File: src/rtl/aud_tx_pkg.sv
package aud_tx_pkg;

  localparam int unsigned WORD_W = 32;
  localparam int unsigned CH_MAX = 8;
  localparam int unsigned CH_W   = $clog2(CH_MAX);
  localparam int unsigned BIT_W  = $clog2(WORD_W);
  localparam int unsigned POS_W  = $clog2(CH_MAX * WORD_W);

  typedef logic [WORD_W-1:0] word_t;
  typedef logic [BIT_W:0]    width_t;
  typedef logic [BIT_W-1:0]  bit_t;
  typedef logic [POS_W-1:0]  pos_t;
  typedef logic [POS_W:0]    len_t;
  typedef logic [CH_W-1:0]   ch_t;

  // framing codes
  localparam logic [1:0] FMT_STD      = 2'd0;
  localparam logic [1:0] FMT_LEFT     = 2'd1;
  localparam logic [1:0] FMT_TDM      = 2'd2;
  localparam logic [1:0] FMT_TDM_LEFT = 2'd3;

  // sample length in bits for a length code
  function automatic width_t f_data_len(input logic [2:0] code);
    case (code)
      3'd0:    return width_t'(32);
      3'd1:    return width_t'(24);
      3'd2:    return width_t'(20);
      3'd3:    return width_t'(18);
      3'd4,
      3'd5:    return width_t'(16);
      default: return width_t'(8);
    endcase
  endfunction

  // bit periods per slot
  function automatic width_t f_slot_w(input logic tdm, input logic [2:0] code,
                                      input logic slot24);
    if (tdm) return width_t'(WORD_W);
    case (code)
      3'd0:         return width_t'(WORD_W);
      3'd1, 3'd2,
      3'd3:         return slot24 ? width_t'(24) : width_t'(WORD_W);
      3'd4, 3'd5:   return width_t'(16);
      default:      return width_t'(8);
    endcase
  endfunction

  // bit periods per frame
  function automatic len_t f_frame_len(input logic tdm, input width_t sw,
                                       input ch_t nch_m1);
    if (tdm) return (len_t'(nch_m1) + len_t'(1)) * len_t'(WORD_W);
    return len_t'(sw) << 1;
  endfunction

  // index of the final slot in a frame
  function automatic ch_t f_last_slot(input logic tdm, input ch_t nch_m1);
    return tdm ? nch_m1 : ch_t'(1);
  endfunction

  // number of bit periods the TDM frame sync stays high
  function automatic len_t f_sync_len(input logic [1:0] code, input len_t flen);
    case (code)
      2'd0:    return len_t'(WORD_W);
      2'd1:    return flen >> 1;
      default: return len_t'(1);
    endcase
  endfunction

  function automatic logic f_packed(input logic [2:0] code);
    return (code == 3'd5) || (code == 3'd7);
  endfunction

  // formats whose data trails the frame sync by one bit
  function automatic logic f_late(input logic [1:0] fmt);
    return (fmt == FMT_STD) || (fmt == FMT_TDM);
  endfunction

  // pick the low or next half-field and move it to the top of the word
  function automatic word_t f_align(input word_t w, input width_t n, input logic hi);
    word_t src;
    word_t mask;
    src  = hi ? (w >> n) : w;
    mask = (n >= width_t'(WORD_W)) ? '1 : ((word_t'(1) << n) - word_t'(1));
    return (src & mask) << (width_t'(WORD_W) - n);
  endfunction

endpackage

File: src/rtl/aud_tx_timing.sv
module aud_tx_timing
  import aud_tx_pkg::*;
(
  input  logic   clk,
  input  logic   rst_n,
  input  logic   enable,
  input  logic   tick,
  input  logic   is_tdm,
  input  width_t slot_w,
  input  len_t   frame_len,
  input  ch_t    last_slot,
  input  len_t   sync_len,
  output logic   step,
  output logic   slot_start,
  output ch_t    slot_nxt,
  output logic   fs_o
);

  logic run_q;
  bit_t bcnt_q, bcnt_n;
  ch_t  sidx_q;
  pos_t fpos_q, fpos_n;
  logic fs_q, fs_n;
  logic start, slot_end, frame_end;

  always_comb begin
    step      = enable && tick;
    start     = step && !run_q;
    slot_end  = (bcnt_q == bit_t'(slot_w - width_t'(1)));
    frame_end = (fpos_q == pos_t'(frame_len - len_t'(1)));

    if (start || slot_end) bcnt_n = '0;
    else                   bcnt_n = bcnt_q + bit_t'(1);

    if (start)         slot_nxt = '0;
    else if (slot_end) slot_nxt = (sidx_q == last_slot) ? '0 : sidx_q + ch_t'(1);
    else               slot_nxt = sidx_q;

    if (start || frame_end) fpos_n = '0;
    else                    fpos_n = fpos_q + pos_t'(1);

    fs_n       = is_tdm ? (len_t'(fpos_n) < sync_len) : (slot_nxt != '0);
    slot_start = step && (bcnt_n == '0);
  end

  always_ff @(posedge clk or negedge rst_n) begin
    if (!rst_n) begin
      run_q  <= 1'b0;
      bcnt_q <= '0;
      sidx_q <= '0;
      fpos_q <= '0;
      fs_q   <= 1'b0;
    end else if (!enable) begin
      run_q  <= 1'b0;
      bcnt_q <= '0;
      sidx_q <= '0;
      fpos_q <= '0;
      fs_q   <= 1'b0;
    end else if (step) begin
      run_q  <= 1'b1;
      bcnt_q <= bcnt_n;
      sidx_q <= slot_nxt;
      fpos_q <= fpos_n;
      fs_q   <= fs_n;
    end
  end

  assign fs_o = fs_q;

endmodule

File: src/rtl/aud_tx_feed.sv
module aud_tx_feed
  import aud_tx_pkg::*;
(
  input  logic  clk,
  input  logic  rst_n,
  input  logic  enable,
  input  logic  slot_start,
  input  logic  slot_odd,
  input  logic  paired,
  input  logic  split,
  input  logic  repeat_last,
  input  logic  smp_valid,
  input  word_t smp_data,
  output logic  smp_ready,
  output word_t raw_word,
  output logic  raw_hi,
  output logic  underrun_o
);

  word_t last_acc_q;
  word_t pair_q;
  logic  und_q;
  logic  need;
  word_t fill;

  always_comb begin
    need      = !paired || !slot_odd;
    smp_ready = slot_start && need;
    fill      = repeat_last ? last_acc_q : '0;
    if (need) raw_word = smp_valid ? smp_data : fill;
    else      raw_word = pair_q;
    raw_hi    = !need && split;
  end

  always_ff @(posedge clk or negedge rst_n) begin
    if (!rst_n) begin
      last_acc_q <= '0;
      pair_q     <= '0;
      und_q      <= 1'b0;
    end else if (!enable) begin
      last_acc_q <= '0;
      pair_q     <= '0;
      und_q      <= 1'b0;
    end else begin
      und_q <= smp_ready && !smp_valid;
      if (smp_ready) pair_q <= raw_word;
      if (smp_ready && smp_valid) last_acc_q <= smp_data;
    end
  end

  assign underrun_o = und_q;

endmodule

File: src/rtl/aud_tx_shift.sv
module aud_tx_shift
  import aud_tx_pkg::*;
(
  input  logic  clk,
  input  logic  rst_n,
  input  logic  enable,
  input  logic  step,
  input  logic  load,
  input  word_t load_val,
  input  logic  late,
  output logic  sd_o
);

  word_t sreg_q;
  logic  dly_q;

  always_ff @(posedge clk or negedge rst_n) begin
    if (!rst_n) begin
      sreg_q <= '0;
      dly_q  <= 1'b0;
    end else if (!enable) begin
      sreg_q <= '0;
      dly_q  <= 1'b0;
    end else if (step) begin
      dly_q  <= sreg_q[WORD_W-1];
      sreg_q <= load ? load_val : (sreg_q << 1);
    end
  end

  assign sd_o = late ? dly_q : sreg_q[WORD_W-1];

endmodule

File: src/rtl/aud_ser_tx.sv
module aud_ser_tx
  import aud_tx_pkg::*;
(
  input  logic              clk,
  input  logic              rst_n,
  input  logic              enable,
  input  logic              bclk_en,
  input  logic [1:0]        cfg_fmt,
  input  logic [2:0]        cfg_dlen,
  input  logic              cfg_slot24,
  input  logic [CH_W-1:0]   cfg_nch_m1,
  input  logic [1:0]        cfg_fs_width,
  input  logic              cfg_mono,
  input  logic              cfg_repeat,
  input  logic              smp_valid,
  input  logic [WORD_W-1:0] smp_data,
  output logic              smp_ready,
  output logic              fs_o,
  output logic              sd_o,
  output logic              underrun_o
);

  // derived configuration
  logic   is_tdm, late, paired, split;
  width_t data_len, slot_w;
  len_t   frame_len, sync_len;
  ch_t    last_slot;

  assign is_tdm    = cfg_fmt[1];
  assign late      = f_late(cfg_fmt);
  assign data_len  = f_data_len(cfg_dlen);
  assign slot_w    = f_slot_w(is_tdm, cfg_dlen, cfg_slot24);
  assign frame_len = f_frame_len(is_tdm, slot_w, cfg_nch_m1);
  assign last_slot = f_last_slot(is_tdm, cfg_nch_m1);
  assign sync_len  = f_sync_len(cfg_fs_width, frame_len);
  assign paired    = cfg_mono || f_packed(cfg_dlen);
  assign split     = f_packed(cfg_dlen) && !cfg_mono;

  // internal events, named for the checker
  logic  ev_step;
  logic  ev_slot_start;
  ch_t   ev_slot_idx;
  word_t raw_word;
  logic  raw_hi;
  word_t load_val;

  aud_tx_timing u_timing (
    .clk        (clk),
    .rst_n      (rst_n),
    .enable     (enable),
    .tick       (bclk_en),
    .is_tdm     (is_tdm),
    .slot_w     (slot_w),
    .frame_len  (frame_len),
    .last_slot  (last_slot),
    .sync_len   (sync_len),
    .step       (ev_step),
    .slot_start (ev_slot_start),
    .slot_nxt   (ev_slot_idx),
    .fs_o       (fs_o)
  );

  aud_tx_feed u_feed (
    .clk         (clk),
    .rst_n       (rst_n),
    .enable      (enable),
    .slot_start  (ev_slot_start),
    .slot_odd    (ev_slot_idx[0]),
    .paired      (paired),
    .split       (split),
    .repeat_last (cfg_repeat),
    .smp_valid   (smp_valid),
    .smp_data    (smp_data),
    .smp_ready   (smp_ready),
    .raw_word    (raw_word),
    .raw_hi      (raw_hi),
    .underrun_o  (underrun_o)
  );

  assign load_val = f_align(raw_word, data_len, raw_hi);

  aud_tx_shift u_shift (
    .clk      (clk),
    .rst_n    (rst_n),
    .enable   (enable),
    .step     (ev_step),
    .load     (ev_slot_start),
    .load_val (load_val),
    .late     (late),
    .sd_o     (sd_o)
  );

endmodule

File: config.mk
export PLATFORM = sky130hd
export DESIGN_NAME = aud_ser_tx
export DESIGN_NICKNAME = d
export VERILOG_FILES = /design/src/rtl/aud_tx_pkg.sv /design/src/rtl/aud_tx_timing.sv /design/src/rtl/aud_tx_feed.sv /design/src/rtl/aud_tx_shift.sv /design/src/rtl/aud_ser_tx.sv
export SDC_FILE = /design/constraint.sdc
export NUM_CORES = 1
export LEC_CHECK = 0
export ABC_AREA = 0
export BUFFER_PORTS_ARGS = -buffer_cell sky130_fd_sc_hd__buf_2
export CAP_MARGIN = 40
export CORE_UTILIZATION = 52
export CTS_CLUSTER_DIAMETER = 60
export CTS_CLUSTER_SIZE = 30
export DETAILED_ROUTE_END_ITERATION = 6
export GPL_TIMING_DRIVEN = 0
export PLACE_DENSITY = 0.69
export SLEW_MARGIN = 20
export SYNTH_ARGS = -nofsm -noshare
export SYNTH_HDL_FRONTEND = slang
export SYNTH_SLANG_ARGS = --single-unit
export TNS_END_PERCENT = 100
File: constraint.sdc
create_clock -name clk -period 3.45 [get_ports clk]
set_input_delay 0.345 -clock clk [delete_from_list [all_inputs] [get_ports clk]]
set_output_delay 0.345 -clock clk [all_outputs]
set_load 0.05 [all_outputs]
==> metrics.txt <==
status finished, violations left; failing checks design-rule violations; first-pass GRT wire length 58780 µm; Critical Path Slowest Stage Cell a211oi_1; register-to-register setup slack 0.10 ns; drt wl/cell 25.25 µm; post-synth top area cell dfrtp_1; Seq/Total Area, Yosys 0.3126; Post-Syn Instances 1199; fmax 294.5 MHz; top-count cell post-synth nand2_1; Pre-antenna DRT Iters 7; vias in the first global route 9918; RSZ-0062 raised after global routing yes; most frequent cell on the critical path buf_6; endpoints failing setup 0; number of H-tree levels 4; DP HPWL 28880 µm; Top Family by Delay on Critical Path compound AO/OA/AOI/OAI gates; CTS max path bufs 2; Residual DRC 1; Final period util 0.9841; startpoint type of the worst setup path primary input; Min Hold Slack 0.1276 ns; max_cap viols 0; final net count 1377; Die Width 135.6 µm; leakage power 4.741 nW; CP cell instances buf_6 > buf_6 > buf_4 > nand2_1 > buf_6 > nand2b_4 > inv_1 > ha_4 > nand2_1 > ha_4 > xnor2_1 > o21ai_0 > nor3_1 > a211oi_1 > buf_2 > nand3_1 > a32oi_1 > o21ai_0; total number of vias 10670; Max Slew Vio Count 0; cts bufs inserted 17; part of the power in registers 0.340; Vias/cell 6.901; IO Pins 54; CTS clk-pin slew, worst paths 0.06 ns; Synth Flop Type dfrtp_1; final-report hold violation count 0; CP peak stage delay 0.39 ns; Logic pwr share 0.246; Synth Area per Inst 7.744 µm²; slew of the pin with the lowest slew margin 0.9124 ns; RePlAce Congestion 1.091; main combinational cell family by area after synthesis compound AO/OA/AOI/OAI gates; HP Class primary input to flop; EDFF count, synth 0; largest net degree at the start of global routing 64; kind of critical path primary input to flop; YS warnings 0; clk root buf clkbuf_16; top cells by area, synth dfrtp_1 (31%), nand2_1 (7.3%), o21ai_0 (6.0%), a21oi_1 (3.9%), nor2_1 (3.8%); Synth Net Count 1267; Arr. time, crit path 3.70 ns; Post-Place Worst Slack -1.157 ns; Max-slew headroom 0.3917; P_int 2.923 mW; post-synthesis adder-cell area fraction 0.02426; Mapped Area 9285 µm²; switch share 0.3251; area grow syn2layout 23.51%; post-route cell area 11470 µm²; Post-synth top cells nand2_1 (181), dfrtp_1 (116), o21ai_0 (111); post-synth cell types 89; post-synth top area share 0.3126; Inst Count DP 1477; flops & latches, synth 116; Layout Utilization 0.6608; Critical Path End Type flop; Pwr Total 4.331 mW; worst-skew pair later-pin latency 0.44 ns; core box area 17360 µm²; TNS Setup 0 ns; Placed Area 10030 µm²; I/O Buffers 49; P_sw 1.408 mW; Synth Area in Compound Gates 0.3128; Simple-Gate Fraction of Synth Area 0.2358; Finished Layout Cells 1546; total die area 18390 µm²; Placement Rows 48; mux cell area share after synthesis 0.03423; DRT antenna net count 0; asr flop ratio synth 1.000; clock share of power 0.414; Tmin final 3.395 ns; DRT iter0 DRCs 1404; Clock Skew 0.01400 ns; grt total ovfl 0; starting density of the core 0.5350; Sink Count 116; Total Routing Usage GR 0.4303; layout cells sized above 1 0.2295; Crit path buffers/inverters 6; Max Fanout on Critical Path 10; pwr dens 377.7 nW/µm²; Die H 135.6 µm; Synth Area in XOR/XNOR 0.02466; VDD IR-drop max 370.5 µV; WL final 39040 µm; initial antenna violation count 1; CTS tree built; Worst Path Required 3.75 ns; Final WS setup 0.05477 ns
==> what timing repair did <==
| action | CTS | global route |
|---|---|---|
| hold endpoints to repair | 53 | 0 |
| endpoints found under the setup margin | 65 | 33 |
| pin swaps | 20 | 27 |
| gates resized for setup | 63 | 84 |
| setup buffers | 18 | 23 |
| hold buffers | 1 | 0 |
==> placed cells by master, fill, tap and decap left out, drive strengths merged, types with 8 or more instances in the layout <==
master   count
nand2      181
o21ai      128
buf        126
dfrtp      116
nor2        96
clkbuf      89
a21oi       74
nor3        45
nand3       37
a22oi       34
nor2b       23
a22o        22
a31o        19
a31oi       18
ha          18
mux2i       16
inv         15
a211oi      15
nor4        15
o211ai      14
xnor2       14
and3        13
and2        13
nand4       11
xor2        10
o31ai       10
or3          9
a32oi        8
a2111oi      8
a221oi       8
or2          8
==> cells by family (layout without fill, tap and decap cells) <==
kind of cell,after synthesis,after routing
other cells,1,2
compound gates,427,427
xor+xnor,24,24
fa+ha+maj,18,18
mux,25,25
buf+inv,120,241
simple gates,468,468
flops,116,116
==> worst paths after layout <==
path / start / to / depth (start not counted)
worst min register to register: u_shift.sreg_q[0] / u_shift.sreg_q[0] / 2
worst min-delay path: smp_data[20] / u_feed.last_acc_q[20] / 3
min in group asynchronous: rst_n / u_timing.fpos_q[5] / 2
worst max register to register: u_timing.sidx_q[2] / u_shift.sreg_q[26] / 12
max in group asynchronous: rst_n / u_feed.last_acc_q[25] / 3
worst max-delay path: cfg_dlen[1] / u_shift.sreg_q[8] / 18
==> worst min-delay path: stages <==
cell	delay, ns
buf_2	0.08
nand2_1	0.04
o21ai_0	0.06
==> layout make-up <==
| class | instances | area (µm²) |
|---|---|---|
| Multi-Input combinational cell | 963 | 6422 |
| Fill cell | 1538 | 5888 |
| Tap cell | 225 | 281.5 |
| Sequential cell | 116 | 2905 |
| Clock buffer | 22 | 484.2 |
| Buffer | 97 | 535.5 |
| Antenna cell | 1 | 2.502 |
| Clock inverter | 8 | 101.3 |
| Inverter | 17 | 71.32 |
| Timing Repair Buffer | 97 | 664.4 |
==> registers in the layout, summed over array words and instances (netlist names) <==
signal             cells
u_feed.underrun_o      1
u_timing.sidx_q        3
u_feed.pair_q         32
u_feed.last_acc_q     32
u_shift.sreg_q        32
u_shift.dly_q          1
u_timing.run_q         1
u_timing.fpos_q        8
u_timing.bcnt_q        5
u_timing.fs_o          1
==> power by group through the flow <==
| stage | clock network (mW) | registers (mW) | logic, mW |
|---|---|---|---|
| after floorplan | 0 | 1.48 | 0.577 |
| after global placement | 0 | 1.49 | 0.892 |
| after detailed placement | 0 | 1.49 | 0.901 |
| after CTS | 1.79 | 1.47 | 0.954 |
| after global routing | 1.85 | 1.47 | 1.12 |
| final | 1.79 | 1.47 | 1.07 |
==> routing by layer <==
layer | vias to the layer above | track usage | part of all wire
met5 | - | 0 | 0
met4 | 0 | 0.3109 | 0.075
met3 | 191 | 0.09241 | 0.095
met2 | 761 | 0.6584 | 0.44
met1 | 5028 | 0.5353 | 0.39
li1 | 4689 | - | -
(Power assumes the default switching activity.)
